<file path="src/rtl/sc_mac_pkg.sv">
package sc_mac_pkg;
  typedef enum logic {
    MAC_IDLE = 1'b0,
    MAC_RUN  = 1'b1
  } mac_state_e;
endpackage

</file>
<file path="src/rtl/sc_vdc_seq.sv">
module sc_vdc_seq #(
  parameter int W = 8
) (
  input  logic         clk,
  input  logic         rst_n,
  input  logic         clr_i,
  input  logic         run_i,
  output logic [W-1:0] idx_o,
  output logic [W-1:0] rev_o,
  output logic         last_o
);
  localparam logic [W-1:0] IDX_MAX = {W{1'b1}};

  logic [W-1:0] idx_q;

  always_ff @(posedge clk or negedge rst_n) begin
    if (!rst_n)     idx_q <= '0;
    else if (clr_i) idx_q <= '0;
    else if (run_i) idx_q <= idx_q + 1'b1;
  end

  for (genvar b = 0; b < W; b++) begin : g_rev
    assign rev_o[b] = idx_q[W-1-b];
  end

  assign idx_o  = idx_q;
  assign last_o = run_i && (idx_q == IDX_MAX);

  // the index wraps to zero after the final stream cycle
  assert_seq_wrap_R2: assert property (@(posedge clk) disable iff (!rst_n)
    (run_i && idx_q == IDX_MAX) |=> (idx_q == '0));
endmodule

</file>
<file path="src/rtl/sc_prod_lane.sv">
module sc_prod_lane #(
  parameter int W = 8
) (
  input  logic [W-1:0] act_i,
  input  logic [W-1:0] wgt_i,
  input  logic [W-1:0] idx_i,
  input  logic [W-1:0] rev_i,
  output logic         prod_o
);
  logic act_bit;
  logic wgt_bit;

  assign act_bit = act_i > idx_i;
  assign wgt_bit = wgt_i > rev_i;
  assign prod_o  = act_bit & wgt_bit;

  always_comb begin
    // a zero operand never produces a product one
    if (act_i == '0 || wgt_i == '0) begin
      assert_zero_lane_R5: assert (prod_o == 1'b0);
    end
  end
endmodule

</file>
<file path="src/rtl/sc_ones_acc.sv">
module sc_ones_acc #(
  parameter int LANES = 4,
  parameter int CW    = 11
) (
  input  logic             clk,
  input  logic             rst_n,
  input  logic             clr_i,
  input  logic             en_i,
  input  logic [LANES-1:0] bits_i,
  output logic [CW-1:0]    sum_o
);
  localparam int PW = $clog2(LANES + 1);

  logic [PW-1:0] pop;
  logic [CW-1:0] sum_q;
  logic [CW:0]   sum_nxt;

  always_comb begin
    pop = '0;
    for (int k = 0; k < LANES; k++) begin
      pop = pop + PW'(bits_i[k]);
    end
  end

  assign sum_nxt = {1'b0, sum_q} + (CW+1)'(pop);

  always_ff @(posedge clk or negedge rst_n) begin
    if (!rst_n)     sum_q <= '0;
    else if (clr_i) sum_q <= '0;
    else if (en_i)  sum_q <= sum_nxt[CW-1:0];
  end

  assign sum_o = sum_q;

  // accumulation never wraps
  assert_no_overflow_R4: assert property (@(posedge clk) disable iff (!rst_n)
    en_i |-> (sum_nxt[CW] == 1'b0));
endmodule

</file>
<file path="src/rtl/sc_dot_mac.sv">
module sc_dot_mac
  import sc_mac_pkg::*;
#(
  parameter int LANES = 4,
  parameter int W     = 8,
  localparam int CW   = $clog2(LANES * (1 << W) + 1)
) (
  input  logic               clk,
  input  logic               rst_n,
  input  logic               start_i,
  input  logic [LANES*W-1:0] act_i,
  input  logic [LANES*W-1:0] wgt_i,
  output logic               busy_o,
  output logic               done_o,
  output logic [CW-1:0]      count_o
);
  mac_state_e         state_q;
  logic               done_q;
  logic [LANES*W-1:0] act_q;
  logic [LANES*W-1:0] wgt_q;
  logic               go;
  logic               running;
  logic               last;
  logic [W-1:0]       idx;
  logic [W-1:0]       rev;
  logic [LANES-1:0]   prod;

  assign running = (state_q == MAC_RUN);
  assign go      = start_i && !running;

  always_ff @(posedge clk or negedge rst_n) begin
    if (!rst_n) begin
      state_q <= MAC_IDLE;
      done_q  <= 1'b0;
      act_q   <= '0;
      wgt_q   <= '0;
    end else begin
      done_q <= 1'b0;
      if (go) begin
        state_q <= MAC_RUN;
        act_q   <= act_i;
        wgt_q   <= wgt_i;
      end else if (last) begin
        state_q <= MAC_IDLE;
        done_q  <= 1'b1;
      end
    end
  end

  sc_vdc_seq #(.W(W)) u_seq (
    .clk    (clk),
    .rst_n  (rst_n),
    .clr_i  (go),
    .run_i  (running),
    .idx_o  (idx),
    .rev_o  (rev),
    .last_o (last)
  );

  for (genvar k = 0; k < LANES; k++) begin : g_lane
    sc_prod_lane #(.W(W)) u_lane (
      .act_i  (act_q[k*W +: W]),
      .wgt_i  (wgt_q[k*W +: W]),
      .idx_i  (idx),
      .rev_i  (rev),
      .prod_o (prod[k])
    );
  end

  sc_ones_acc #(.LANES(LANES), .CW(CW)) u_acc (
    .clk    (clk),
    .rst_n  (rst_n),
    .clr_i  (go),
    .en_i   (running),
    .bits_i (prod),
    .sum_o  (count_o)
  );

  assign busy_o = running;
  assign done_o = done_q;

  // done lasts a single cycle and never overlaps busy
  assert_done_pulse_R6: assert property (@(posedge clk) disable iff (!rst_n)
    done_q |=> !done_q);
  assert_done_idle_R6: assert property (@(posedge clk) disable iff (!rst_n)
    done_q |-> !running);
  // the held result only changes when a start is accepted
  assert_count_hold_R7: assert property (@(posedge clk) disable iff (!rst_n)
    (!running && !start_i) |=> $stable(count_o));
  // a start during a run neither restarts it nor reloads operands
  assert_start_ignored_R8: assert property (@(posedge clk) disable iff (!rst_n)
    (running && start_i && !last) |=> (running && $stable(act_q) && $stable(wgt_q)));
endmodule

</file>
<file path="config.mk">
export PLATFORM = sky130hd
export DESIGN_NAME = sc_dot_mac
export DESIGN_NICKNAME = d
export VERILOG_FILES = /design/src/rtl/sc_mac_pkg.sv /design/src/rtl/sc_vdc_seq.sv /design/src/rtl/sc_prod_lane.sv /design/src/rtl/sc_ones_acc.sv /design/src/rtl/sc_dot_mac.sv
export SDC_FILE = /design/constraint.sdc
export NUM_CORES = 1
export LEC_CHECK = 0
export BUFFER_PORTS_ARGS = -buffer_cell sky130_fd_sc_hd__buf_2
export CAP_MARGIN = 20
export CORE_UTILIZATION = 35
export DETAILED_ROUTE_END_ITERATION = 16
export GPL_TIMING_DRIVEN = 0
export PLACE_DENSITY_LB_ADDON = 0.2
export SYNTH_ARGS = -nofsm -noshare
export SYNTH_HDL_FRONTEND = slang
export SYNTH_SLANG_ARGS = --single-unit
</file>
<file path="constraint.sdc">
create_clock -name clk -period 5.25 [get_ports clk]
set_clock_uncertainty 0.1 [all_clocks]
set_input_delay 0.525 -clock clk [delete_from_list [all_inputs] [get_ports clk]]
set_output_delay 0.525 -clock clk [all_outputs]
set_load 0.005 [all_outputs]
</file>
==> flow_metrics.py <==
metrics = {
    "min_path": {
        "hold_class": "in -> reg",
    },
    "synthesis": {
        "synthesis.nets": 671,
        "synth-edff-count": 0,
        "synth_warnings": 0,
        "synthFlopType": "dfrtp_1",
        "ys_types": 40,
        "async_reset_ff_frac": 1.00,
        "yosysTopAreaCell": "dfrtp_1",
        "yosys.area.top_type_share": 0.433,
        "synthCells": 532,
        "synth_area_per_cell_um2": 9.24,
        "yosys-top-cells-area": "dfrtp_1 43%, ha_1 18%, nand2_1 15%, buf_6 2.5%, a21oi_1 2.2%",
        "ys_seq_elements": 85,
        "seq_area_frac_synth": 0.433,
        "netlist_area_um2": 4910,
    },
    "routing": {
        "drc_errors": 0,
        "via_count": 3916,
        "drt_iter0_drc": 180,
        "dr.pass1.iters": 4,
        "avgRoutedWirePerCell_um": 15.0,
        "via_per_inst": 4.86,
        "ant_nets": 0,
        "routed_wl_um": 12000,
    },
    "finish": {
        "syn_to_final_growth_pct": 19.7,
        "n_antenna_cell": 0,
        "drive_gt1_frac": 0.189,
        "nNetsFinal": 763,
    },
    "sta": {
        "tightest_slew_ns": 0.517,
        "max_freq_ghz": 0.221,
        "rsz0062_at_grt": "false",
        "maxSlewHeadroom": 0.655,
        "setup_viol": 0,
        "tns_ns": 0,
        "fin_crit_sh": 0.863,
        "fin_crit_ns": 4.53,
        "slew_viol_final": 0,
        "hold_viol": 0,
    },
    "pwr": {
        "combPwrFrac": 0.460,
        "p_int_mw": 2.10,
        "power-per-cell-area_nw_per_um2": 593,
        "switching_power_mw": 1.39,
        "ir_drop_mv": 0.215,
        "p_leak_nw": 3.12,
        "pwr-share-clk": 0.191,
        "report.power.total_mw": 3.49,
        "seq_power_share": 0.349,
        "switching_share": 0.400,
    },
    "global_route": {
        "grt_pass1_wl_um": 19800,
        "grt_pass1_vias": 3888,
        "use_met3": 0.0448,
        "grt_usage": 0.181,
        "antenna_found_initial": 0,
        "grt_busiest_layer": "met2",
        "use_met1": 0.244,
        "grt_max_degree": 62,
        "use_met2": 0.282,
        "grt-ovfl-total": 0,
    },
    "floorplanning": {
        "dieArea_um2": 14500,
        "ios": 80,
        "rows": 42,
        "core-area_um2": 13500,
        "die_w_um": 120,
        "die_y_um": 120,
        "initial_core_util": 0.365,
    },
    "cts": {
        "cts_buffers": 9,
        "clk_path_buf_depth": 2,
        "ctsHtreeMaxLevel": 3,
        "clock-root-buffer": "clkbuf_16",
        "clk_pin_slew_ns": 0.06,
        "post_cts_buffers": 0,
        "clkSinkCount": 85,
        "cts_tree": "done",
        "worstSkewPairLatency_ns": 0.35,
    },
    "status": {
        "outcome": "finished, final reports clean",
    },
    "worst_setup_path": {
        "critical_path_class": "reg -> reg",
        "required_ns": 5.38,
        "critPathLaunchType": "flop",
        "end_kind": "flop",
        "crit_fanout": 9,
        "critPathArrivalTime_ns": 4.66,
    },
    "placement": {
        "port_buffers": 79,
        "dp_hpwl_um": 8920,
        "place.gp.congestion": 0.800,
    },
    "run": {
        "drv_cap": 0,
    },
}
==> cell families after synthesis <==
family,count (synthesis),synth area share
compound gates,71,0.0904
xor+xnor,1,0.00178
fa+ha+maj,72,0.186
buf+inv,38,0.0484
flops,85,0.433
mux,8,0.0166
simple gates,257,0.224
==> flip-flops by register name, summed over array words and instances (netlist names) <==
| signal | flops |
|---|---|
| act_q | 32 |
| wgt_q | 32 |
| u_acc.sum_o | 11 |
| u_seq.idx_o | 8 |
| busy_o | 1 |
| done_o | 1 |
==> cells in the final DEF (no fill, tap or decap), types with 2 or more instances in the layout <==
cell       count
inv_1         21
a211oi_1       8
mux2i_1        7
nand3_1       15
a21o_1         2
o21ai_1        6
dfrtp_1       85
buf_6         11
buf_2         82
nand2_1      193
o211ai_1       8
nand2b_1       2
a22o_1         2
a21oi_1       22
clkbuf_8       3
o22ai_1        3
o31ai_1        4
or2_2          2
a31oi_1        3
buf_4          3
fa_1           2
nand4_1       15
nor2_1         8
clkbuf_16      9
nor3_1         7
o21ai_0        8
ha_1          70
nor2b_1        8
==> critical path: stages, from the launching register on <==
cell,delay [ns]
dfrtp_1,0.40
inv_1,0.40
ha_1,0.34
nor2b_1,0.13
o211ai_1,0.15
a21oi_1,0.09
a211oi_1,0.46
nor3_1,0.13
ha_1,0.34
fa_1,0.43
ha_1,0.32
inv_1,0.06
fa_1,0.43
nor2b_1,0.13
o211a_1,0.21
nand4_1,0.13
nand3_1,0.10
o21ai_0,0.07
==> layout make-up <==
| class | instances | area (um2) |
|---|---|---|
| timing repair buffer | 81 | 435 |
| sequential | 85 | 2130 |
| inverter | 21 | 78.8 |
| buffer | 17 | 159 |
| clock buffer | 13 | 270 |
| clock inverter | 3 | 42.5 |
| multi-input combinational | 409 | 2550 |
| fill | 1346 | 7570 |
| tap | 176 | 220 |
==> per-layer routing <==
metal  share of wire  routed length (um)
met5               0                   0
met3           0.042                 510
met1            0.49                5850
met4           0.016                 193
met2            0.46                5480
==> metrics by stage <==
step | instances | utilization | hold slack, ns | worst slack [ns] | area [um2]
3_5_place_dp | 788 | 0.413 | 0.362 | 0.674 | 5560
4_1_cts | 805 | 0.437 | 0.253 | 0.632 | 5880
6_report | 805 | 0.437 | 0.262 | 0.717 | 5880
5_1_grt | 805 | 0.437 | 0.259 | 0.452 | 5880
2_1_floorplan | 532 | - | 0.129 | 1.54 | 4910
3_3_place_gp | 787 | 0.411 | 0.362 | 0.667 | 5530
==> power groups by stage <==
| stage | sequential, mW | combinational, mW | clock [mW] |
|---|---|---|---|
| CTS | 1.22 | 1.62 | 0.686 |
| finish | 1.22 | 1.60 | 0.668 |
| global route | 1.26 | 1.87 | 0.712 |
| global placement | 1.22 | 1.54 | 0 |
| detailed placement | 1.22 | 1.61 | 0 |
| floorplan | 1.15 | 1.17 | 0 |
==> repair_timing <==
item / in CTS / in global routing
endpoints found under the hold margin: 24 / 0
hold buffers: 1 / 0
gates resized for setup: 0 / 0
==> worst paths after layout <==
path	startpoint	end	slack, ns	cells after the start
worst max register to register	u_seq.idx_o[1]	u_acc.sum_o[10]	0.72	17
max in group asynchronous	rst_n	wgt_q[4]	3.90	3
worst max-delay path	u_seq.idx_o[1]	u_acc.sum_o[10]	0.72	17
worst min register to register	u_seq.idx_o[6]	u_seq.idx_o[6]	0.38	1
worst min-delay path	wgt_i[15]	wgt_q[15]	0.26	3
min in group asynchronous	rst_n	u_seq.idx_o[4]	0.53	2
==> synth_stat cells (all sizes together) (3+ instances only) <==
cell type	count
nor2	9
o22ai	3
o211ai	8
nand3	15
nand4	16
nor2b	8
a31oi	3
o21ai	14
a21oi	22
buf	17
ha	70
mux2i	7
inv	21
a211oi	8
nand2b	3
nand2	193
o31ai	4
dfrtp	85
nor3	7
Note: power is estimated with default switching activity, not from simulation.
